==> config.mk <==
export PLATFORM = sky130hd
export DESIGN_NAME = irq_sticky_ctrl
export DESIGN_NICKNAME = d
export VERILOG_FILES = /design/src/rtl/irq_pkg.sv /design/src/rtl/irq_cond_sync.sv /design/src/rtl/irq_bank.sv /design/src/rtl/irq_regport.sv /design/src/rtl/irq_sticky_ctrl.sv
export SDC_FILE = /design/constraint.sdc
export NUM_CORES = 1
export LEC_CHECK = 0
export CORE_UTILIZATION = 31
export CTS_BUF_LIST = sky130_fd_sc_hd__clkbuf_4 sky130_fd_sc_hd__clkbuf_8
export DETAILED_ROUTE_END_ITERATION = 6
export DONT_BUFFER_PORTS = 1
export GPL_TIMING_DRIVEN = 1
export PLACE_DENSITY = 0.54
export SKIP_CTS_REPAIR_TIMING = 1
export SLEW_MARGIN = 20
export SYNTH_ARGS = -nofsm -noshare
export SYNTH_HDL_FRONTEND = slang
export SYNTH_SLANG_ARGS = --single-unit
==> constraint.sdc <==
create_clock -name clk -period 1.7 [get_ports clk]
set_input_delay 0.34 -clock clk [delete_from_list [all_inputs] [get_ports clk]]
set_output_delay 0.34 -clock clk [all_outputs]
set_load 0.05 [all_outputs]
==> src/rtl/irq_pkg.sv <==
package irq_pkg;
  parameter int unsigned BANK_W = 8;
  typedef logic [BANK_W-1:0] bank_t;

  // status update: new edges set, a read clears only bits whose condition is gone
  function automatic bank_t status_next(bank_t cur, bank_t rise, bank_t lvl, logic ack);
    bank_t kept;
    kept = ack ? (cur & lvl) : cur;
    return kept | rise;
  endfunction

  // unacknowledged flag: a read acknowledges everything except edges arriving now
  function automatic bank_t pend_next(bank_t cur, bank_t rise, logic ack);
    return (ack ? '0 : cur) | rise;
  endfunction

  // bits that currently demand the interrupt line
  function automatic bank_t live_bits(bank_t status, bank_t pend, bank_t mask);
    return status & pend & ~mask;
  endfunction

  function automatic logic is_status_addr(int unsigned a, int unsigned nb, int unsigned b);
    return a == b && b < nb;
  endfunction

  function automatic logic is_mask_addr(int unsigned a, int unsigned nb, int unsigned b);
    return a == nb + b;
  endfunction
endpackage

==> src/rtl/irq_cond_sync.sv <==
module irq_cond_sync #(
  parameter int unsigned WIDTH  = 16,
  parameter int unsigned STAGES = 2
) (
  input  logic             clk,
  input  logic             rst_n,
  input  logic [WIDTH-1:0] cond_i,
  output logic [WIDTH-1:0] lvl_o,
  output logic [WIDTH-1:0] rise_o
);
  logic [WIDTH-1:0] prev_q;

  for (genvar i = 0; i < WIDTH; i++) begin : g_bit
    logic [STAGES-1:0] chain_q;
    always_ff @(posedge clk or negedge rst_n) begin
      if (!rst_n) chain_q <= '0;
      else        chain_q <= {chain_q[STAGES-2:0], cond_i[i]};
    end
    assign lvl_o[i] = chain_q[STAGES-1];
  end

  always_ff @(posedge clk or negedge rst_n) begin
    if (!rst_n) prev_q <= '0;
    else        prev_q <= lvl_o;
  end

  assign rise_o = lvl_o & ~prev_q;

  // an edge pulse lasts a single cycle
  a_r2_rise_single_cycle: assert property (@(posedge clk) disable iff (!rst_n)
    (rise_o != '0) |=> ((rise_o & $past(rise_o)) == '0));
endmodule

==> src/rtl/irq_bank.sv <==
module irq_bank
  import irq_pkg::*;
(
  input  logic  clk,
  input  logic  rst_n,
  input  bank_t rise_i,
  input  bank_t lvl_i,
  input  logic  ack_i,
  input  logic  mask_we_i,
  input  bank_t mask_wdata_i,
  output bank_t status_o,
  output bank_t mask_o,
  output logic  req_o
);
  bank_t status_q, pend_q, mask_q;
  bank_t live_w;

  always_ff @(posedge clk or negedge rst_n) begin
    if (!rst_n) begin
      status_q <= '0;
      pend_q   <= '0;
      mask_q   <= '1;
    end else begin
      status_q <= status_next(status_q, rise_i, lvl_i, ack_i);
      pend_q   <= pend_next(pend_q, rise_i, ack_i);
      if (mask_we_i) mask_q <= mask_wdata_i;
    end
  end

  assign live_w   = live_bits(status_q, pend_q, mask_q);
  assign req_o    = |live_w;
  assign status_o = status_q;
  assign mask_o   = mask_q;

  // an edge always lands in the status register
  a_r2_rise_sets_status: assert property (@(posedge clk) disable iff (!rst_n)
    (rise_i != '0) |=> ((status_q & $past(rise_i)) == $past(rise_i)));
  // an edge in a read cycle stays unacknowledged
  a_r10_rise_stays_pending: assert property (@(posedge clk) disable iff (!rst_n)
    (ack_i && rise_i != '0) |=> ((pend_q & $past(rise_i)) == $past(rise_i)));
  // nothing clears without a read
  a_r4_sticky_without_read: assert property (@(posedge clk) disable iff (!rst_n)
    !ack_i |=> ((status_q & $past(status_q)) == $past(status_q)));
  // a present condition survives a read
  a_r5_present_survives_read: assert property (@(posedge clk) disable iff (!rst_n)
    ack_i |=> ((status_q & $past(status_q & lvl_i)) == $past(status_q & lvl_i)));
  // a read with no new edge acknowledges the whole bank
  a_r6_read_acknowledges: assert property (@(posedge clk) disable iff (!rst_n)
    (ack_i && rise_i == '0) |=> (pend_q == '0));
  // only set bits can be unacknowledged
  a_r6_pend_within_status: assert property (@(posedge clk) disable iff (!rst_n)
    ((pend_q & ~status_q) == '0));
  // masks change only on a write
  a_r8_mask_held: assert property (@(posedge clk) disable iff (!rst_n)
    !mask_we_i |=> $stable(mask_q));
endmodule

==> src/rtl/irq_regport.sv <==
module irq_regport
  import irq_pkg::*;
#(
  parameter int unsigned NUM_BANKS = 2,
  parameter int unsigned ADDR_W    = 2
) (
  input  logic                        clk,
  input  logic                        rst_n,
  input  logic [ADDR_W-1:0]           addr_i,
  input  logic                        rd_en_i,
  input  logic                        wr_en_i,
  input  logic [NUM_BANKS*BANK_W-1:0] status_all_i,
  input  logic [NUM_BANKS*BANK_W-1:0] mask_all_i,
  output logic [NUM_BANKS-1:0]        ack_o,
  output logic [NUM_BANKS-1:0]        mask_we_o,
  output bank_t                       rd_data_o
);
  for (genvar b = 0; b < NUM_BANKS; b++) begin : g_dec
    assign ack_o[b]     = rd_en_i && is_status_addr(int'(addr_i), NUM_BANKS, b);
    assign mask_we_o[b] = wr_en_i && is_mask_addr(int'(addr_i), NUM_BANKS, b);
  end

  always_comb begin
    rd_data_o = '0;
    for (int b = 0; b < NUM_BANKS; b++) begin
      if (is_status_addr(int'(addr_i), NUM_BANKS, b))
        rd_data_o = status_all_i[b*BANK_W +: BANK_W];
      if (is_mask_addr(int'(addr_i), NUM_BANKS, b))
        rd_data_o = mask_all_i[b*BANK_W +: BANK_W];
    end
  end

  // at most one bank is acknowledged per cycle
  a_r7_single_bank_ack: assert property (@(posedge clk) disable iff (!rst_n)
    $onehot0(ack_o));
  // a write never acknowledges a status register
  a_r11_write_no_ack: assert property (@(posedge clk) disable iff (!rst_n)
    (wr_en_i && !rd_en_i) |-> (ack_o == '0));
endmodule

==> src/rtl/irq_sticky_ctrl.sv <==
module irq_sticky_ctrl
  import irq_pkg::*;
#(
  parameter  int unsigned NUM_BANKS   = 2,
  parameter  int unsigned SYNC_STAGES = 2,
  localparam int unsigned NUM_EV      = NUM_BANKS * BANK_W,
  localparam int unsigned ADDR_W      = $clog2(2 * NUM_BANKS)
) (
  input  logic              clk,
  input  logic              rst_n,
  input  logic [NUM_EV-1:0] cond_i,
  input  logic [ADDR_W-1:0] addr_i,
  input  logic              rd_en_i,
  input  logic              wr_en_i,
  input  logic [BANK_W-1:0] wr_data_i,
  output logic [BANK_W-1:0] rd_data_o,
  output logic              irq_o
);
  logic [NUM_EV-1:0]    lvl_w, rise_w, status_all_w, mask_all_w;
  logic [NUM_BANKS-1:0] ack_w, mask_we_w, req_w;

  irq_cond_sync #(.WIDTH(NUM_EV), .STAGES(SYNC_STAGES)) u_sync (
    .clk(clk), .rst_n(rst_n), .cond_i(cond_i), .lvl_o(lvl_w), .rise_o(rise_w));

  for (genvar b = 0; b < NUM_BANKS; b++) begin : g_bank
    irq_bank u_bank (
      .clk(clk), .rst_n(rst_n),
      .rise_i(rise_w[b*BANK_W +: BANK_W]),
      .lvl_i(lvl_w[b*BANK_W +: BANK_W]),
      .ack_i(ack_w[b]),
      .mask_we_i(mask_we_w[b]),
      .mask_wdata_i(wr_data_i),
      .status_o(status_all_w[b*BANK_W +: BANK_W]),
      .mask_o(mask_all_w[b*BANK_W +: BANK_W]),
      .req_o(req_w[b]));
  end

  irq_regport #(.NUM_BANKS(NUM_BANKS), .ADDR_W(ADDR_W)) u_port (
    .clk(clk), .rst_n(rst_n), .addr_i(addr_i), .rd_en_i(rd_en_i), .wr_en_i(wr_en_i),
    .status_all_i(status_all_w), .mask_all_i(mask_all_w),
    .ack_o(ack_w), .mask_we_o(mask_we_w), .rd_data_o(rd_data_o));

  assign irq_o = |req_w;

  // the line is quiet while reset is held
  always @(posedge clk) begin
    if (!rst_n) a_r1_quiet_in_reset: assert (irq_o == 1'b0);
  end
  // with every mask set, the line cannot rise
  a_r3_all_masked_quiet: assert property (@(posedge clk) disable iff (!rst_n)
    (mask_all_w == '1) |-> !irq_o);
endmodule

Word level (Yosys, flattened, before mapping)
Index checks and enable logic that the tools add are counted.
{"block": "totals", "ff_bits": 96, "in_bits": 30, "out_inout_bits": 9, "wordCells": 54}
{"block": "classes", "n_eq_ne": 3, "n_mux": 8, "bitwise": 14, "reduce_logical": 6}
{"operator": "8-bit two-way mux", "n": 8}
{"operator": "8-bit bitwise AND", "n": 6}
{"operator": "8-bit bitwise OR", "n": 4}
{"operator": "16-bit bitwise AND", "n": 1}
{"operator": "16-bit NOT", "n": 1}
{"operator": "8-bit NOT", "n": 2}
{"operator": "16-bit OR reduction", "n": 1}
{"operator": "2-bit == test (second input constant)", "n": 2}
{"operator": "1-bit logical AND", "n": 4}
{"operator": "2-bit by 1-bit == test with 1-bit output (second input constant)", "n": 1}
{"operator": "2-bit logical NOT", "n": 1}

Logic depth before layout (Yosys ltp)
{"block": "depth", "ltp_word": 5, "ltp_mapped": 5, "ltp_nobuf": 4}

Modules after synthesis
Synthesis repeated with hierarchy kept, for this count alone.
{"block": "hier_totals", "cells_unflattened": 243, "hier_area_um2": 3733.6}
{"mod": "irq_bank", "n_inst": 2, "cells_each": 74, "area_per_inst_um2": 973.4, "seq_area_each_um2": 610.6}
{"mod": "irq_cond_sync", "n_inst": 1, "cells_each": 80, "area_per_inst_um2": 1541.5, "seq_area_each_um2": 1201.2}
{"mod": "irq_regport", "n_inst": 1, "cells_each": 14, "area_per_inst_um2": 239.0, "seq_area_each_um2": 0.0}
{"mod": "irq_sticky_ctrl", "n_inst": 1, "cells_each": 1, "area_per_inst_um2": 6.3, "seq_area_each_um2": 0.0}

Worst setup path after synthesis
Ideal clock, no wire load.
{"block": "synth_path", "path_kind": "register to output", "start": "register g_bank[1].u_bank.mask_q[1]", "end": "output irq_o", "arrival_ns": 1.533, "required_time_ns": 1.360, "setup_slack_ns": -0.173, "path_stages_with_launch": 5, "path_buffers": 0, "cell_sequence": "dfstp_2 > and3b_1 > a31oi_1 > nand4_1 > or4_1"}
{"block": "synth_between", "elab_chain_cells": 3}
{"item": "start: declaration", "line_no": "irq_bank.sv:15", "text": "bank_t status_q, pend_q, mask_q;"}
{"item": "start signal: assignment", "line_no": "irq_bank.sv:26", "text": "if (mask_we_i) mask_q <= mask_wdata_i;"}
{"item": "8-bit NOT", "line_no": "irq_pkg.sv:19", "text": "return status & pend & ~mask;"}
{"item": "8-bit bitwise AND", "line_no": "irq_pkg.sv:19"}
{"item": "16-bit OR reduction", "line_no": "irq_sticky_ctrl.sv:43", "text": "assign irq_o = |req_w;"}
{"item": "end: declaration", "line_no": "irq_sticky_ctrl.sv:17", "text": "output logic irq_o"}
Every way passes these cells.

Worst setup path after layout
Same ends and word-level chain as after synthesis.

==> run summary <==
### Pwr
* 294 µV — worst voltage drop across the vdd grid
* 1180 nW/µm² — PD cells
* 1.68 nW — cell leakage power

### Routing
* 4.46 — DR vias/cell
* 6150 µm — final routed wirelength across all metal layers
* 0 — remaining design rule violation count
* 4 — iteration count of the initial detailed-routing pass
* 15.1 µm — wire length per cell
* 104 — violation count after the first detailed-routing iteration
* 1812 — detailed-route via count
* 0 — remaining antenna violation count

### Clock network
* 9 — total CTS buffers
* clkbuf_8 — root cell of the clock tree
* 96 — clock sink count
* 3 — total number of H-tree levels
* done — TritonCTS clock tree
* 2 — maximum root-to-sink buffer count
* 0.37 ns — clock latency on the worst-skew pair
* 0.09 ns — clock slew seen by the registers of the worst setup and hold paths

### Yosys
* 0 — Yosys warning count
* 3390 µm² — synthesized cell area
* dfrtp_1, dfstp_2, mux2_2, nand2_1, mux4_2 — Area contributors post-synth
* 23 — Yosys cell types
* 0.591 — share of the synthesized area in the top cell type
* 233 — gate count of the mapped netlist
* 0.715 — fraction of the yosys area taken by sequential cells
* dfrtp_1 — largest area contributor in the netlist
* 96 — count of state elements after synthesis
* 263 — post-synth net total
* 14.5 µm² — average cell area after synthesis

### GRT
* 10200 µm — wire length of the first global-routing pass
* 97 — maximum number of pins on one net before global-route repair
* 1842 — via count of the first global-routing pass
* 0.126 — All-Layer GR Usage
* 0 — total congestion overflow
* 0 — antenna violations before repair

### STA
* 1.37 — ratio of final minimum period to clock period
* 0 — final slew viol count
* 2.32 ns — final critical path time including I/O delays and setup
* -0.346 ns — final hold slack
* 0.545 — worst max-slew margin expressed relative to the limit
* -0.623 ns — worst setup slack after layout
* true — unrepaired setup endpoints after global routing
* 96 — hold violation total from the final report
* 0.00821 ns — Clock Skews
* 9 — # setup viols final
* 0.431 GHz — FMAX
* 0.683 ns — actual transition at the worst max-transition pin

### Worst setup path
* reg -> out — Crit Path Category
* flop — type of element launching the critical path
* 1.36 ns — CP required
* output port — endpoint kind of the worst setup timing path
* 1.98 ns — Critical Path AT
* 3 — biggest fanout along the worst timing path

### Finish
* 295 — nets@finish
* 17.0% — area added between synthesis and finish
* 0.259 — share of layout cells above drive strength 1
* 3960 µm² — Design Area, Final
* dfrtp_1 — leading cell type in the layout, fill and taps excluded
* 0 — count of antenna diodes in the layout
* dfrtp_1, nand2_1 — commonest non-fill, non-tap cells in the layout

### Floorplanning
* 37 — std cell rows
* 10500 µm² — placeable core area
* 11300 µm² — Die Outline Area
* 107 µm — height of the die
* 107 µm — Die X-Extent
* 39 — Boundary Pins
* 0.324 — initial cell density of the core

### Placed design
* 3580 µm² — Cell Area, Placed
* 0 — input/output buffers
* -0.225 ns — dpl ws
* 0.756 — weighted congestion at the end of routability-driven global placement
* 3870 µm — DP Wirelength

### Outcome
* finished, violations left — result of the run
* negative hold slack, negative setup slack — failing checks

### Hold path
* in -> async — type of the worst min-delay path

### Job
* 0 — # Max-Cap Violations

==> cells by family (layout without fill, tap and decap cells) <==
| kind of cell | after synthesis | after routing | share of synthesized area |
|---|---|---|---|
| buffers and inverters | 8 | 45 | 0.0140 |
| multiplexers | 24 | 24 | 0.107 |
| AND/OR/NAND/NOR | 84 | 84 | 0.130 |
| flip-flops | 96 | 96 | 0.715 |
| AO/OA/AOI/OAI | 21 | 21 | 0.0336 |
==> cells in the mapped netlist <==
| cell | instances |
|---|---|
| or3b_1 | 1 |
| and4_1 | 1 |
| mux4_2 | 7 |
| dfstp_2 | 16 |
| or4_1 | 1 |
| nand2_1 | 48 |
| buf_4 | 2 |
| dfrtp_1 | 80 |
| a31oi_1 | 1 |
| mux2_2 | 16 |
| nand3b_2 | 1 |
| nand4_1 | 2 |
| o21ai_2 | 2 |
| nand3_2 | 1 |
| and3b_1 | 1 |
| mux4_1 | 1 |
| buf_2 | 2 |
| inv_1 | 3 |
| o21ai_0 | 16 |
| buf_6 | 1 |
| nand3b_1 | 13 |
| nand2b_1 | 15 |
| a21oi_1 | 2 |
==> layout make-up <==
type / instances / area, µm²
inverters: 3 / 11.3
repair buffers: 26 / 250
clock buffers: 11 / 139
multi-input cells: 129 / 921
well taps: 136 / 170
clock inverters: 5 / 50.0
fillers: 1026 / 6500
flip-flops and latches: 96 / 2420
==> path summary, 6_finish.rpt <==
| path | slack, ns | end | startpoint | cells past startpoint |
|---|---|---|---|---|
| min in group clk | 0.11 | g_bank[0].u_bank.mask_o[3]$_DFFE_PN1P_ | wr_data_i[3] | 1 |
| max reg2reg | 0.85 | g_bank[0].u_bank.status_o[5]$_DFF_PN0_ | g_bank[0].u_bank.status_o[5]$_DFF_PN0_ | 4 |
| min reg2reg | 0.35 | u_sync.g_bit[1].chain_q[1]$_DFF_PN0_ | u_sync.g_bit[1].chain_q[0]$_DFF_PN0_ | 0 |
| max in group asynchronous | 1.81 | g_bank[0].u_bank.mask_o[2]$_DFFE_PN1P_ | rst_n | 0 |
| max | -0.62 | irq_o | g_bank[1].u_bank.mask_o[1]$_DFFE_PN1P_ | 4 |
| min | -0.35 | u_sync.g_bit[10].chain_q[0]$_DFF_PN0_ | rst_n | 0 |
==> critical path, cell delays in order (launching register included) <==
cell,delay (ns)
dfstp_2,0.55
and3b_1,0.17
a31oi_1,0.19
nand4_1,0.14
or4_4,0.55
==> report_power, final <==
group | switching (W) | internal (W) | total [W]
clock | 0.000764 | 0.000703 | 0.00147
combinational | 0.000286 | 0.000266 | 0.000552
sequential | 0.000120 | 0.00254 | 0.00266
==> per-layer routing <==
layer / vias up / share of wire / track usage
met4: 0 / 0.029 / 0.0793
met1: 909 / 0.45 / 0.159
met3: 12 / 0.045 / 0.0417
li1: 858 / - / -
met2: 33 / 0.48 / 0.185
met5: - / 0 / 0
==> flip-flops by register name, indices dropped and copies added (netlist names) <==
register and count:
u_sync.prev_q 16, g_bank.u_bank.mask_o 16, u_sync.g_bit.chain_q 32, g_bank.u_bank.pend_q 16
g_bank.u_bank.status_o 16
==> per-stage QoR <==
stage / setup TNS, ns / power (W) / cells / utilization / hold WS, ns
floorplan: -0.0499 / 0.00310 / 233 / - / 0.0444
detailed placement: -0.225 / 0.00322 / 372 / 0.343 / 0.0480
global route: -2.00 / 0.00493 / 406 / 0.379 / -0.378
CTS: -1.90 / 0.00472 / 388 / 0.361 / -0.378
global placement: -0.159 / 0.00320 / 372 / 0.343 / 0.0465
finish: -1.55 / 0.00468 / 406 / 0.379 / -0.346
No activity file was read; power rests on OpenSTA's default activity.
